===== config.mk =====
export PLATFORM = sky130hd
export DESIGN_NAME = cart_prg_banker
export DESIGN_NICKNAME = d
export VERILOG_FILES = /design/src/rtl/cart_pkg.sv /design/src/rtl/cart_wr_decode.sv /design/src/rtl/cart_bank_regs.sv /design/src/rtl/cart_mem_map.sv /design/src/rtl/cart_prg_banker.sv
export SDC_FILE = /design/constraint.sdc
export NUM_CORES = 1
export LEC_CHECK = 0
export BUFFER_PORTS_ARGS = -buffer_cell sky130_fd_sc_hd__buf_2
export CAP_MARGIN = 20
export CORE_AREA = 4 4 41 43
export CTS_CLUSTER_SIZE = 40
export DETAILED_ROUTE_END_ITERATION = 10
export DIE_AREA = 0 0 45 47
export PLACE_DENSITY = 0.83
export SLEW_MARGIN = 20
export SYNTH_ARGS = -nofsm -noshare
export SYNTH_HDL_FRONTEND = slang
export SYNTH_SLANG_ARGS = --single-unit

===== constraint.sdc =====
create_clock -name clk -period 2.04 [get_ports clk]
set_input_delay 0.306 -clock clk [delete_from_list [all_inputs] [get_ports clk]]
set_output_delay 0.306 -clock clk [all_outputs]
set_load 0.005 [all_outputs]

===== src/rtl/cart_pkg.sv =====
package cart_pkg;

   typedef enum logic [1:0] {
      SEL_NONE = 2'd0,
      SEL_LOW  = 2'd1,
      SEL_HIGH = 2'd2,
      SEL_MODE = 2'd3
   } reg_sel_e;

   typedef struct packed {
      logic pass_low;   // 1: A16/A15 from low bank, 0: forced high
      logic keep_bits;  // mode data bit 0 as written
   } mode_t;

endpackage


===== src/rtl/cart_wr_decode.sv =====
module cart_wr_decode
   import cart_pkg::*;
#(
   parameter int          ADDR_W    = 16,
   parameter logic [15:0] LOW_BASE  = 16'h5000,
   parameter logic [15:0] LOW_MASK  = 16'hFF00,
   parameter logic [15:0] HIGH_BASE = 16'h5100,
   parameter logic [15:0] HIGH_MASK = 16'hFB00,
   parameter logic [15:0] MODE_BASE = 16'h5300,
   parameter logic [15:0] MODE_MASK = 16'hFF00
) (
   input  logic              clk,
   input  logic              rst_n,
   input  logic [ADDR_W-1:0] addr,
   input  logic              rw,
   input  logic              m2,
   output logic              wr_stb,
   output reg_sel_e          sel
);

   generate
      if (ADDR_W != 16) begin : g_bad_addr
         $error("cart_wr_decode: ADDR_W must be 16");
      end
   endgenerate

   logic m2_q;

   always_ff @(posedge clk or negedge rst_n) begin
      if (!rst_n) m2_q <= 1'b0;
      else        m2_q <= m2;
   end

   assign wr_stb = m2_q & ~m2 & ~rw;

   logic hit_low, hit_high, hit_mode;
   assign hit_low  = (addr & LOW_MASK)  == LOW_BASE;
   assign hit_high = (addr & HIGH_MASK) == HIGH_BASE;
   assign hit_mode = (addr & MODE_MASK) == MODE_BASE;

   always_comb begin
      if (hit_low)       sel = SEL_LOW;
      else if (hit_high) sel = SEL_HIGH;
      else if (hit_mode) sel = SEL_MODE;
      else               sel = SEL_NONE;
   end

   always_comb begin
      assert ($countones({hit_low, hit_high, hit_mode}) <= 1)
         else $error("AST_SEL_ONEHOT");
   end

endmodule


===== src/rtl/cart_bank_regs.sv =====
module cart_bank_regs
   import cart_pkg::*;
#(
   parameter int LOW_W         = 4,
   parameter int HIGH_W        = 2,
   parameter bit SWAP_ON_CLEAR = 1'b1,
   localparam int REG_W        = (LOW_W > 3) ? LOW_W : 3
) (
   input  logic              clk,
   input  logic              rst_n,
   input  logic              wr_stb,
   input  reg_sel_e          sel,
   input  logic [REG_W-1:0]  data,
   output logic [LOW_W-1:0]  low_q,
   output logic [HIGH_W-1:0] high_q,
   output mode_t             mode_q
);

   generate
      if (LOW_W < 2) begin : g_bad_low
         $error("cart_bank_regs: LOW_W must be at least 2");
      end
      if (HIGH_W < 1 || HIGH_W > REG_W) begin : g_bad_high
         $error("cart_bank_regs: HIGH_W out of range");
      end
   endgenerate

   logic swap_now;
   generate
      if (SWAP_ON_CLEAR) begin : g_swap_clear
         assign swap_now = ~mode_q.keep_bits;
      end else begin : g_swap_set
         assign swap_now = mode_q.keep_bits;
      end
   endgenerate

   logic [REG_W-1:0] wdata;
   assign wdata = swap_now ? {data[REG_W-1:2], data[0], data[1]} : data;

   always_ff @(posedge clk or negedge rst_n) begin
      if (!rst_n) begin
         low_q  <= '0;
         high_q <= '0;
         mode_q <= '0;
      end else if (wr_stb) begin
         unique case (sel)
            SEL_LOW:  low_q  <= wdata[LOW_W-1:0];
            SEL_HIGH: high_q <= wdata[HIGH_W-1:0];
            SEL_MODE: mode_q <= '{pass_low: data[2], keep_bits: data[0]};
            default: ;
         endcase
      end
   end

   AST_HOLD_IDLE: assert property (@(posedge clk) disable iff (!rst_n)
      !wr_stb |=> $stable(low_q) && $stable(high_q) && $stable(mode_q))
      else $error("AST_HOLD_IDLE");

   AST_MODE_RAW: assert property (@(posedge clk) disable iff (!rst_n)
      (wr_stb && sel == SEL_MODE) |=> (mode_q.pass_low == $past(data[2]) && mode_q.keep_bits == $past(data[0])))
      else $error("AST_MODE_RAW");

   AST_MODE_KEEPS_BANKS: assert property (@(posedge clk) disable iff (!rst_n)
      (wr_stb && sel == SEL_MODE) |=> $stable(low_q) && $stable(high_q))
      else $error("AST_MODE_KEEPS_BANKS");

   AST_LOW_EXCHANGE: assert property (@(posedge clk) disable iff (!rst_n)
      (wr_stb && sel == SEL_LOW && (mode_q.keep_bits != SWAP_ON_CLEAR)) |=> low_q[1:0] == {$past(data[0]), $past(data[1])})
      else $error("AST_LOW_EXCHANGE");

   AST_LOW_STRAIGHT: assert property (@(posedge clk) disable iff (!rst_n)
      (wr_stb && sel == SEL_LOW && (mode_q.keep_bits == SWAP_ON_CLEAR)) |=> low_q[1:0] == $past(data[1:0]))
      else $error("AST_LOW_STRAIGHT");

endmodule


===== src/rtl/cart_mem_map.sv =====
module cart_mem_map
   import cart_pkg::*;
#(
   parameter int         LOW_W    = 4,
   parameter int         HIGH_W   = 2,
   parameter logic [2:0] RAM_TOP3 = 3'b011,
   localparam int        BANK_W   = LOW_W + HIGH_W
) (
   input  logic [LOW_W-1:0]  low_q,
   input  logic [HIGH_W-1:0] high_q,
   input  mode_t             mode_q,
   input  logic [2:0]        addr_top,
   input  logic              rw,
   input  logic              m2,
   output logic [BANK_W-1:0] prg_bank,
   output logic              rom_ce_n,
   output logic              ram_ce_n,
   output logic              ram_oe_n,
   output logic              ram_we_n
);

   logic [1:0] low_pair;
   assign low_pair = mode_q.pass_low ? low_q[1:0] : 2'b11;

   generate
      if (LOW_W > 2) begin : g_wide_low
         assign prg_bank = {high_q, low_q[LOW_W-1:2], low_pair};
      end else begin : g_narrow_low
         assign prg_bank = {high_q, low_pair};
      end
   endgenerate

   logic ram_hit;
   assign ram_hit  = (addr_top == RAM_TOP3);
   assign rom_ce_n = ~(addr_top[2] & rw);
   assign ram_ce_n = ~(ram_hit & m2);
   assign ram_oe_n = ~(ram_hit & m2 & rw);
   assign ram_we_n = ~(ram_hit & m2 & ~rw);

endmodule


===== src/rtl/cart_prg_banker.sv =====
module cart_prg_banker
   import cart_pkg::*;
#(
   parameter int ADDR_W        = 16,
   parameter int DATA_W        = 8,
   parameter int LOW_W         = 4,
   parameter int HIGH_W        = 2,
   parameter bit SWAP_ON_CLEAR = 1'b1,
   localparam int BANK_W       = LOW_W + HIGH_W,
   localparam int REG_W        = (LOW_W > 3) ? LOW_W : 3
) (
   input  logic              clk,
   input  logic              rst_n,
   input  logic [ADDR_W-1:0] cpu_addr,
   input  logic [DATA_W-1:0] cpu_data,
   input  logic              cpu_rw,
   input  logic              cpu_m2,
   output logic [BANK_W-1:0] prg_bank,
   output logic              rom_ce_n,
   output logic              ram_ce_n,
   output logic              ram_oe_n,
   output logic              ram_we_n
);

   generate
      if (REG_W > DATA_W) begin : g_bad_data
         $error("cart_prg_banker: DATA_W too narrow for the bank registers");
      end
   endgenerate

   logic              wr_stb;
   reg_sel_e          sel;
   logic [LOW_W-1:0]  low_q;
   logic [HIGH_W-1:0] high_q;
   mode_t             mode_q;

   cart_wr_decode #(.ADDR_W(ADDR_W)) u_dec (
      .clk    (clk),
      .rst_n  (rst_n),
      .addr   (cpu_addr),
      .rw     (cpu_rw),
      .m2     (cpu_m2),
      .wr_stb (wr_stb),
      .sel    (sel)
   );

   cart_bank_regs #(.LOW_W(LOW_W), .HIGH_W(HIGH_W), .SWAP_ON_CLEAR(SWAP_ON_CLEAR)) u_regs (
      .clk    (clk),
      .rst_n  (rst_n),
      .wr_stb (wr_stb),
      .sel    (sel),
      .data   (cpu_data[REG_W-1:0]),
      .low_q  (low_q),
      .high_q (high_q),
      .mode_q (mode_q)
   );

   cart_mem_map #(.LOW_W(LOW_W), .HIGH_W(HIGH_W)) u_map (
      .low_q    (low_q),
      .high_q   (high_q),
      .mode_q   (mode_q),
      .addr_top (cpu_addr[ADDR_W-1:ADDR_W-3]),
      .rw       (cpu_rw),
      .m2       (cpu_m2),
      .prg_bank (prg_bank),
      .rom_ce_n (rom_ce_n),
      .ram_ce_n (ram_ce_n),
      .ram_oe_n (ram_oe_n),
      .ram_we_n (ram_we_n)
   );

   AST_BOOT_BANK: assert property (@(posedge clk) disable iff (!rst_n)
      $rose(rst_n) |-> (prg_bank[1:0] == 2'b11 && prg_bank[BANK_W-1:2] == '0))
      else $error("AST_BOOT_BANK");

   AST_FORCE_HIGH: assert property (@(posedge clk) disable iff (!rst_n)
      !mode_q.pass_low |-> prg_bank[1:0] == 2'b11)
      else $error("AST_FORCE_HIGH");

   AST_ROM_RAM_EXCL: assert property (@(posedge clk) disable iff (!rst_n)
      !(!rom_ce_n && !ram_ce_n))
      else $error("AST_ROM_RAM_EXCL");

   AST_WE_ON_WRITE: assert property (@(posedge clk) disable iff (!rst_n)
      !ram_we_n |-> (!cpu_rw && !ram_ce_n && ram_oe_n))
      else $error("AST_WE_ON_WRITE");

endmodule


* Word level (Yosys, flattened, before mapping)
Index checks and enable logic that the tools add are counted.
** Cells by class
- Equality and inequality tests :: 7
- Muxes and demuxes :: 5
- Bitwise gates (word level) :: 12
- Reduce and logical (&&, ||, !) cells :: 3
** Operators by type and width (number)
- equality test 8 x 7 -> 1 bit (second input constant) :: 2
- 2-to-1 mux 2 bit :: 5
- equality test 7 x 6 -> 1 bit (second input constant) :: 1
- bitwise AND 1 bit :: 6
- inverter 1 bit :: 6
- AND reduction 2 bit :: 3
- equality test 2 bit (second input constant) :: 2
- equality test 3 x 2 -> 1 bit (second input constant) :: 1
- equality test 2 x 1 -> 1 bit (second input constant) :: 1
** Word-level totals
- Bits in registers :: 9
- Input port bits :: 28
- Output and inout bits :: 10
- Word-level logic and storage cells :: 32

* Longest topological paths before layout
Gate-level depths: netlist of the first run.
- Depth in word-level cells :: 6
- Mapped depth :: 3
- Gate-level depth less buffers :: 3

* Hierarchy
A second synthesis of the first run with hierarchy kept.
** Second synthesis, totals
- Cell total of the unflattened synthesis :: 39
- Area total of the unflattened synthesis :: 516.7 um^2
** Modules (own cells, without submodules)
- cart_bank_regs :: instances 1, cells each 21, area each 345.3 um^2, seq. area each 200.2 um^2
- cart_mem_map :: instances 1, cells each 11, area each 86.3 um^2, seq. area each 0.0 um^2
- cart_wr_decode :: instances 1, cells each 7, area each 85.1 um^2, seq. area each 25.0 um^2

* Worst setup path after synthesis of the first run
No wires, ideal clock.
- Path type :: input -> register
- From :: in cpu_addr[13]
- To :: reg u_regs.high_q[0]
- Setup time :: 0.125 ns
- Arrival time :: 1.050 ns
- Required time :: 1.915 ns
- Slack :: 0.866 ns
- Stages :: 3
- Buffers on the path :: 0
- Path through :: nor4b_4 > nand4b_1 > mux2_2
** Between the ends
- Cells in the longest elaborated chain, start to end :: 6
** RTL lines
- from (decl) :: line cart_prg_banker.sv:14 : input logic [ADDR_W-1:0] cpu_addr,
- equality test 8 x 7 -> 1 bit :: line cart_wr_decode.sv:39 : assign hit_mode = (addr & MODE_MASK) == MODE_BASE;
- 2-to-1 mux 2 bit :: line cart_wr_decode.sv:44 : else if (hit_mode) sel = SEL_MODE;
- 2-to-1 mux 2 bit :: line cart_wr_decode.sv:43 : else if (hit_high) sel = SEL_HIGH;
- 2-to-1 mux 2 bit (*) :: line cart_wr_decode.sv:42 : if (hit_low) sel = SEL_LOW;
- equality test 2 bit (*) :: line cart_bank_regs.sv:46 : unique case (sel)
- AND reduction 2 bit (no line) (*)
- to (signal assigned) :: line cart_bank_regs.sv:48 : SEL_HIGH: high_q <= wdata[HIGH_W-1:0];
- to (decl) :: line cart_bank_regs.sv:15 : output logic [HIGH_W-1:0] high_q,
Every way passes the cells marked *; elsewhere a longest branch is shown, timed or not.
A chain may end at the register's enable or synchronous reset.

* Final worst setup path of the first run
- From :: in cpu_addr[15]
- To :: out ram_we_n
** Between the ends
- Cells in the longest elaborated chain, start to end :: 4
** RTL lines
- equality test 3 x 2 -> 1 bit :: line cart_mem_map.sv:34 : assign ram_hit = (addr_top == RAM_TOP3);
- bitwise AND 1 bit (2 in a row) :: line cart_mem_map.sv:38 : assign ram_we_n = ~(ram_hit & m2 & ~rw);
- inverter 1 bit :: line cart_mem_map.sv:38
- to (decl) :: line cart_prg_banker.sv:22 : output logic ram_we_n
Every way passes these cells.

==> summary.txt, run 1 <==
Placer congestion estimate: 0.676
FF-to-FF End: u_regs.high_q[1]
Post-CTS Setup Inserts: 0
GRT Residual Overflow: 0
Worst EP required: 1730 ps
Setup violations, final: 0
Crit Path Class: input pin to output port
Power Density: 575 nW/um2
Clk root buf: clkbuf_4
CTS H-tree lvls: 1
Ports: 38
Crit path DAT: 1060 ps
Layout area overhead: 35.8%
Post-synth design cell area: 465 um2
Crit-path cells: buf_2 > nor2b_1 > nand3_1 > or2_2 > buf_2
Inst Count DP: 73
R2R cell count: 3
Layout cells sized above 1: 68.3%
Peak VDD IR: 354 uV
Slew Limit Fails: 0
Layout fillers: 140
Setup total negative slack: 0 ps
Place WS: 639 ps
DRC viols: 0
Flop2flop setup slack: 830 ps
RSZ-0062 raised after global routing: false
Hold/Removal Path Class: input pin to flip-flop
Largest net degree at the start of global routing: 10
DP HPWL: 778 um
Worst-path clk slew: 60 ps
Gr usage total: 9.89%
Worst-Margin Slew: 273 ps
Initial Util: 35.8%
Area after DPL: 594 um2
CP endpoint kind: output port
Total power: 0.363 mW
Most common cell after layout, fill and taps aside: buf_2
Synth Warn #: 0
Worst setup margin: 670 ps
Fin area: 632 um2
DRT antenna net count: 0
Worst Path Max Fanout: 3
Reg-to-reg critical path startpoint: u_dec.m2_q
WL final: 950 um
Final hold violations: 0
Seq/Total Area, Yosys: 48.4%
Avg Cell Area, Syn: 13.3 um2
Most used cell, CP: buf_2
Commonest non-fill, non-tap cells in the layout: buf_2, mux2_2, dfrtp_1
CP Launch Point: cpu_addr[15]
Synth Net Count: 63
Cell Rows: 13
Initial DRC count: 1
Global-route wire length before repair: 1.44 mm
WL per Instance: 12.2 um
Vias/cell: 4.63
PortBufs: 25
Worst-skew pair later-pin latency: 260 ps
Slowest CP cell: or2_2
Worst setup endpoint: ram_we_n
Max-Cap Viols: 0
Synth Register Bits: 9
Status: finished clean
Vias in the first global route: 365
LEAKAGE: 0.320 nW
Final period demand of the worst path: 1370 ps
Clock Skews: 6.35 ps
CTS Buffer Depth: 2
Initial antenna violation count: 0
Synth Instances: 35
Die Y: 47 um
Cell variety after synth: 14
CTS Sinks: 9
Core region area: 1300 um2
Die X: 45 um
1st-pass router iterations: 2
Non-Filler Instances: 78
CP Launch Type: input pin
Hold Slack: 229 ps
Die ar.: 2120 um2
Final cycle utilization of the critical path: 67.1%
Routed vias: 361
Max Freq: 0.730 GHz
Diode count: 0
TritonCTS buffer count: 3
CTS tree: built
Fin util: 48.6%
Crit-path max cell delay: 280 ps
Relative slew slack: 81.7%
Final #Nets: 92
==> metal layers <==
| metal | track usage, % | wire, um | vias up | part of all wire (%) |
|---|---|---|---|---|
| met3 | 4.60 | 90 | 2 | 9.5 |
| met4 | 8.77 | 11 | 0 | 1.2 |
| met1 | 11.2 | 407 | 161 | 43 |
| li1 | - | - | 183 | - |
| met5 | 0 | 0 | - | 0 |
| met2 | 13.8 | 440 | 15 | 46 |
==> cells by family after synthesis <==
group,Yosys count,share of synthesized area [%]
flops,9,48.4
simple gates,14,24.2
buf+inv,2,3.22
mux,10,24.2
==> layout make-up <==
type                       instances  area, um2  area share (%)
tap                               15       18.8            2.97
multi-input combinational         24        225            35.6
clock buffer                       3       22.5            3.56
timing repair buffer              26        135            21.4
clock inverter                     1       5.00           0.792
sequential                         9        225            35.6
==> critical path, delay by kind of cell <==
| kind | cells | cell delay [ps] |
|---|---|---|
| and+or+nand+nor | 3 | 520 |
| buffers and inverters | 2 | 240 |
==> state kept, by name (all words and copies together) (netlist names) <==
register / cells
u_regs.mode_q: 2
u_regs.high_q: 2
u_dec.m2_q: 1
u_regs.low_q: 4
==> repair_timing <==
| action | 4_1_cts | 5_1_grt |
|---|---|---|
| gates resized for setup | 0 | 0 |
| hold buffers | 1 | 0 |
| endpoints found under the hold margin | 9 | 0 |
==> worst min-delay path by stage <==
stage / start / endpoint / cells after the start
3_5_place_dp: rst_n / u_regs.high_q[1] / 1
2_1_floorplan: rst_n / u_dec.m2_q / 0
4_1_cts: cpu_m2 / u_dec.m2_q / 1
5_1_grt: cpu_m2 / u_dec.m2_q / 1
6_report: cpu_m2 / u_dec.m2_q / 1
3_3_place_gp: rst_n / u_regs.low_q[1] / 1
==> power by group <==
group | internal [mW] | switching, mW | total [mW]
logic | 0.0233 | 0.0194 | 0.0428
clock network | 0.0723 | 0.0642 | 0.137
registers | 0.182 | 0.00172 | 0.184
==> synthesized netlist by cell type, drive strengths merged <==
cell type,number,share of area [%]
and4bb,1,2.7
buf,2,3.2
dfrtp,9,48
mux2,10,24
nand2,1,0.81
nand2b,2,2.7
nand3,2,3.2
nand4,2,2.7
nand4b,1,1.9
nor2b,2,2.7
nor3,1,1.1
nor4b,1,5.1
or2,1,1.3
Note: power is estimated with default switching activity, not from simulation.
==> run 2: changes to the inputs <==
--- a/config.mk
+++ b/config.mk
@@ -7,10 +7,10 @@
 export LEC_CHECK = 0
 export BUFFER_PORTS_ARGS = -buffer_cell sky130_fd_sc_hd__buf_2
 export CAP_MARGIN = 20
-export CORE_AREA = 4 4 41 43
+export CORE_MARGIN = 4
+export CORE_UTILIZATION = 33
 export CTS_CLUSTER_SIZE = 40
 export DETAILED_ROUTE_END_ITERATION = 10
-export DIE_AREA = 0 0 45 47
 export PLACE_DENSITY = 0.83
 export SLEW_MARGIN = 20
 export SYNTH_ARGS = -nofsm -noshare
==> constraint.sdc (replaced) <==
create_clock -name clk -period 1.25 [get_ports clk]
set_input_delay 0.1875 -clock clk [delete_from_list [all_inputs] [get_ports clk]]
set_output_delay 0.1875 -clock clk [all_outputs]
set_load 0.005 [all_outputs]
==> run 2 against run 1 <==
Net effect: utilization decreased by 0.69 points; worst setup slack got worse by 640 ps; total power is 65% higher; clock power increased by 68%; largest power group unchanged.
==> summary.txt, run 2 (synthesized netlist as in run 1, its figures left out) <==
Commonest non-fill, non-tap cells in the layout: buf_2, mux2_2, dfrtp_1
Max-Cap Viols: 0
Power Density: 951 nW/um2
Peak VDD IR: 458 uV
Worst-Margin Slew: 277 ps
DRC viols: 0
Clock share of power: 38.4%
Net Sw Frac: 23.5%
Max Freq: 0.819 GHz
TritonCTS buffer count: 3
Cell Rows: 13
Comb power frac: 11.6%
Reg-to-reg critical path startpoint: u_dec.m2_q
Place WS: -48.8 ps
Initial DRC count: 5
Crit-path max cell delay: 360 ps
Internal power: 0.459 mW
WP depth: 3
Crit-path cells: and4bb_2 > nand4b_1 > mux2_2
R2R cell count: 3
Total power: 0.600 mW
Reg area: 225 um2
Hold/Removal Path Class: input pin to flip-flop
Non-Filler Instances: 78
Slew Limit Fails: 0
CP top delay family: simple AND/OR/NAND/NOR gates
FF-to-FF End: u_regs.high_q[1]
CP Launch Point: u_dec.m2_q
Die X: 45.6 um
Global-route wire length before repair: 1.51 mm
Clock Skews: 4.02 ps
Diode count: 0
1st-pass router iterations: 2
Share of power burned in registers: 50.0%
Crit path DAT: 1370 ps
CTS Buffer Depth: 2
Inst Count DP: 73
Core region area: 1320 um2
Die ar.: 2080 um2
Clk root buf: clkbuf_4
CTS tree: built
Final period demand of the worst path: 1220 ps
Worst hold path depth: 1
GRT Residual Overflow: 0
Gr usage total: 10.9%
Flop2flop setup slack: 30 ps
Layout fillers: 122
Final cycle utilization of the critical path: 97.7%
CP endpoint kind: flip-flop
Vias/cell: 4.72
Initial Util: 35.3%
Worst setup margin: 29.3 ps
Relative slew slack: 81.4%
Placer congestion estimate: 0.664
CTS H-tree lvls: 1
WL final: 976 um
DRT antenna net count: 0
Status: finished clean
Largest register FFs: 4
Vias in the first global route: 346
Worst Path Max Fanout: 3
Layout cells sized above 1: 66.7%
WP buf/inv: 0
Die Y: 45.6 um
Worst-skew pair later-pin latency: 270 ps
Max Used Layer: met4
CTS Sinks: 9
DR WL met2: 492 um
Post-CTS Setup Inserts: 0
Largest Register: u_regs.low_q
Routed vias: 368
Initial antenna violation count: 0
LEAKAGE: 0.317 nW
Setup violations, final: 0
Most common cell after layout, fill and taps aside: buf_2
Slowest CP cell: dfrtp_1
Largest net degree at the start of global routing: 10
Fin area: 631 um2
RSZ-0062 raised after global routing: true
Met3 routed WL: 60 um
Post-CTS Resized: 0
Switch Pwr: 0.141 mW
Ports: 38
Layout area overhead: 35.5%
Final #Nets: 92
PortBufs: 25
Worst setup endpoint: u_regs.high_q[1]
Worst EP required: 1400 ps
Largest regs: u_regs.low_q x4, u_regs.high_q x2, u_regs.mode_q x2
CP Launch Type: flip-flop
Met1 WL: 385 um
Crit Path Class: flip-flop to flip-flop
Area after DPL: 594 um2
WL per Instance: 12.5 um
Area occupied by multi-input gates: 225 um2
DP HPWL: 786 um
Final hold violations: 0
Worst-path clk slew: 60 ps
-- run 2: how the worst min path moves through the flow --
stage          startpoint                to  slack, ps
2_1_floorplan       rst_n        u_dec.m2_q       -110
5_1_grt            cpu_m2        u_dec.m2_q        100
3_5_place_dp        rst_n  u_regs.high_q[0]         50
4_1_cts            cpu_m2        u_dec.m2_q        100
6_report           cpu_m2        u_dec.m2_q        100
3_3_place_gp        rst_n  u_regs.high_q[0]         50
-- run 2: area by class of cell --
cell class	instances	area share [%]
clock buffer	4	4.17
multi-input combinational	24	35.7
sequential	9	35.7
tap	15	2.98
timing repair buffer	26	21.4
-- run 2: worst reg2reg max path, delay by kind of cell (launching register included) --
kind	cells	cell delay [ps]
and+or+nand+nor	2	400
DFF	1	360
muxes	1	350
-- run 2: metrics by stage --
| step | hold WS (ps) | util (%) | setup TNS [ps] |
|---|---|---|---|
| 2_1_floorplan | -108 | - | 0 |
| 3_3_place_gp | 45.0 | 45.1 | -50.4 |
| 3_5_place_dp | 47.1 | 45.1 | -188 |
| 4_1_cts | 96.8 | 47.9 | 0 |
| 5_1_grt | 104 | 47.9 | -37.7 |
| 6_report | 102 | 47.9 | 0 |
-- run 2: timing repair --
action                                  4_1_cts  5_1_grt
endpoints found under the setup margin        0        2
endpoints found under the hold margin         9        0
hold buffers                                  1        0
-- run 2: routing by layer --
layer,GRT usage (%),vias up
met5,0,-
met2,15.9,11
met3,2.37,5
met4,10.5,0
met1,12.8,169
li1,-,183
-- run 2: power by group through the flow --
stage | combinational [mW] | sequential, mW | clock [mW]
2_1_floorplan | 0.0230 | 0.305 | 0
3_5_place_dp | 0.0679 | 0.306 | 0
4_1_cts | 0.0708 | 0.300 | 0.236
6_report | 0.0696 | 0.300 | 0.230
5_1_grt | 0.0781 | 0.300 | 0.244
3_3_place_gp | 0.0661 | 0.305 | 0
==> run 3: changes to the inputs <==
--- a/config.mk
+++ b/config.mk
@@ -5,12 +5,14 @@
 export SDC_FILE = /design/constraint.sdc
 export NUM_CORES = 1
 export LEC_CHECK = 0
+export ABC_AREA = 1
 export BUFFER_PORTS_ARGS = -buffer_cell sky130_fd_sc_hd__buf_2
 export CAP_MARGIN = 20
 export CORE_MARGIN = 4
-export CORE_UTILIZATION = 33
+export CORE_UTILIZATION = 36
 export CTS_CLUSTER_SIZE = 40
 export DETAILED_ROUTE_END_ITERATION = 10
+export MAX_ROUTING_LAYER = met4
 export PLACE_DENSITY = 0.83
 export SLEW_MARGIN = 20
 export SYNTH_ARGS = -nofsm -noshare
==> run 3 against run 2 <==
Net effect: register-to-register slack better by 210 ps; combinational power increased by 42%; routed wire length increased by 40%; area after synthesis up 27%; worst setup slack gained 170 ps; sequential share of layout area decreased by 5.5 points.
==> summary.txt, run 3 <==
PortBufs: 25
Post-CTS Resized: 0
CP endpoint kind: output port
Final cycle utilization of the critical path: 83.7%
Worst EP required: 1060 ps
Peak VDD IR: 501 uV
Commonest non-fill, non-tap cells in the layout: nand2_1, buf_2, inv_1, nand3_1, dfrtp_1
CTS Buffer Depth: 2
Post-synth design cell area: 591 um2
Layout area overhead: 26.3%
Max-Cap Viols: 0
Synth Register Bits: 9
1st-pass router iterations: 4
Largest register FFs: 4
Post-synth EDFFs: 0
Most common cell after layout, fill and taps aside: nand2_1
Final period demand of the worst path: 1050 ps
Total power: 0.630 mW
CTS Sinks: 9
Synth Net Count: 110
Synth Instances: 82
Diode count: 0
Setup total negative slack: 0 ps
Avg Cell Area, Syn: 7.20 um2
Clk root buf: clkbuf_4
Worst-path clk slew: 60 ps
Post-synth top flop: dfrtp_1
Seq/Total Area, Yosys: 38.1%
Area fraction of the dominant cell type after synthesis: 38.1%
CTS tree: built
Max Freq: 0.956 GHz
Comb power frac: 15.7%
Net Sw Frac: 26.9%
Synth cell count leaders: nand2_1, dfrtp_1, inv_1, nand3_1, nor2_1
Cell Rows: 14
Power Density: 844 nW/um2
Vias/cell: 4.74
Final hold violations: 0
Crit path DAT: 860 ps
Setup violations, final: 0
WL final: 1.37 mm
Vias in the first global route: 586
Initial antenna violation count: 0
WL per Instance: 10.9 um
Synth area leaders: dfrtp_1, nand2_1, nand3_1
CP Launch Type: flip-flop
Cell taking the most area after synthesis: dfrtp_1
Largest net degree at the start of global routing: 12
Layout cells sized above 1: 36.7%
TritonCTS buffer count: 3
Die X: 48.5 um
DRT antenna net count: 0
Final #Nets: 138
GRT Residual Overflow: 0
Routed vias: 592
Initial Util: 38.8%
CTS H-tree lvls: 1
Gr usage total: 12.6%
Status: finished clean
Core region area: 1520 um2
DP HPWL: 1.09 mm
Placer congestion estimate: 0.779
Cell with the most instances after synthesis: nand2_1
RSZ-0062 raised after global routing: false
LEAKAGE: 0.407 nW
Hold Slack: 111 ps
Internal power: 0.460 mW
Switch Pwr: 0.169 mW
Global-route wire length before repair: 2.28 mm
Clock share of power: 36.5%
Die Y: 48.5 um
DRC viols: 0
Hold/Removal Path Class: input pin to flip-flop
Initial DRC count: 7
Async set-reset flop share out of synthesis: 100%
Die ar.: 2350 um2
Synth Warn #: 0
Worst-skew pair later-pin latency: 260 ps
Largest Register: u_regs.low_q
Clock Skews: 0.346 ps
Worst-Margin Slew: 269 ps
Largest regs: u_regs.low_q x4, u_regs.high_q x2, u_regs.mode_q x2
Fin area: 746 um2
Relative slew slack: 82.0%
Crit Path Class: flip-flop to output port
Layout fillers: 157
Area after DPL: 709 um2
Ports: 38
Worst Path Max Fanout: 2
Share of power burned in registers: 47.8%
Slew Limit Fails: 0
Cell variety after synth: 15
run 3: cell count changes in the layout (fill, tap and decap cells not counted), moves of 2 or more:
cell / delta
inv_1: +9
inv_2: +3
mux2_2: -10
nand2_1: +26
nand2_2: +2
nand2b_1: -2
nand3_1: +8
nand3_2: +2
nor2_1: +8
nor2_4: +4
nor2b_1: -2
run 3: timing repair:
action	in CTS	in global routing
endpoints found under the hold margin	9	0
hold buffers	1	0
setup buffers	0	0
run 3: power groups by stage:
stage	Combinational, mW	Clock [mW]	Sequential (mW)
floorplan	0.0474	0	0.306
global placement	0.0927	0	0.306
detailed placement	0.0970	0	0.306
CTS	0.100	0.242	0.301
global route	0.111	0.265	0.301
finish	0.0990	0.230	0.301
run 3: path summary, 6_finish.rpt:
| kind | slack (ps) | to | start | cells after the start |
|---|---|---|---|---|
| setup / recovery | 200 | prg_bank[0] | u_regs.low_q[0] | 3 |
| hold / removal | 110 | u_dec.m2_q | cpu_m2 | 1 |
| setup reg to reg | 240 | u_regs.low_q[3] | u_dec.m2_q | 5 |
| hold reg to reg | 480 | u_regs.low_q[1] | u_regs.low_q[1] | 2 |
| max in group asynchronous | 770 | u_dec.m2_q | rst_n | 2 |
| min in group asynchronous | 300 | u_regs.mode_q[1] | rst_n | 2 |
run 3: cell type report:
cell class / instances / area (um2) / share of cell area (%)
Sequential cell: 9 / 225 / 30.2
Tap cell: 16 / 20.0 / 2.68
Timing Repair Buffer: 26 / 135 / 18.1
Clock buffer: 4 / 26.3 / 3.52
Inverter: 12 / 45.0 / 6.04
Multi-Input combinational cell: 58 / 294 / 39.4
run 3: layer usage:
metal	routed length, um	GRT usage, %
met5	0	-
met4	29	6.73
met3	72	2.76
met2	707	21.5
met1	557	13.3
run 3: kinds of logic after synthesis:
logic type	count (synthesis)	share of synthesized area, %
DFF	9	38.1
and+or+nand+nor	56	48.1
AOI/OAI and AO/OA	2	1.69
buffers and inverters	15	12.1
run 3: critical path, stage by stage, from the launching register on:
cell	delay, ps
dfrtp_1	380
inv_1	50
nand2_1	40
buf_2	120
run 3: stage by stage:
step	setup slack, ps	instances	utilization, %
global placement	218	120	46.6
finish	204	125	48.9
detailed placement	212	120	46.6
CTS	184	125	48.9
global route	133	125	48.9
floorplan	356	82	-
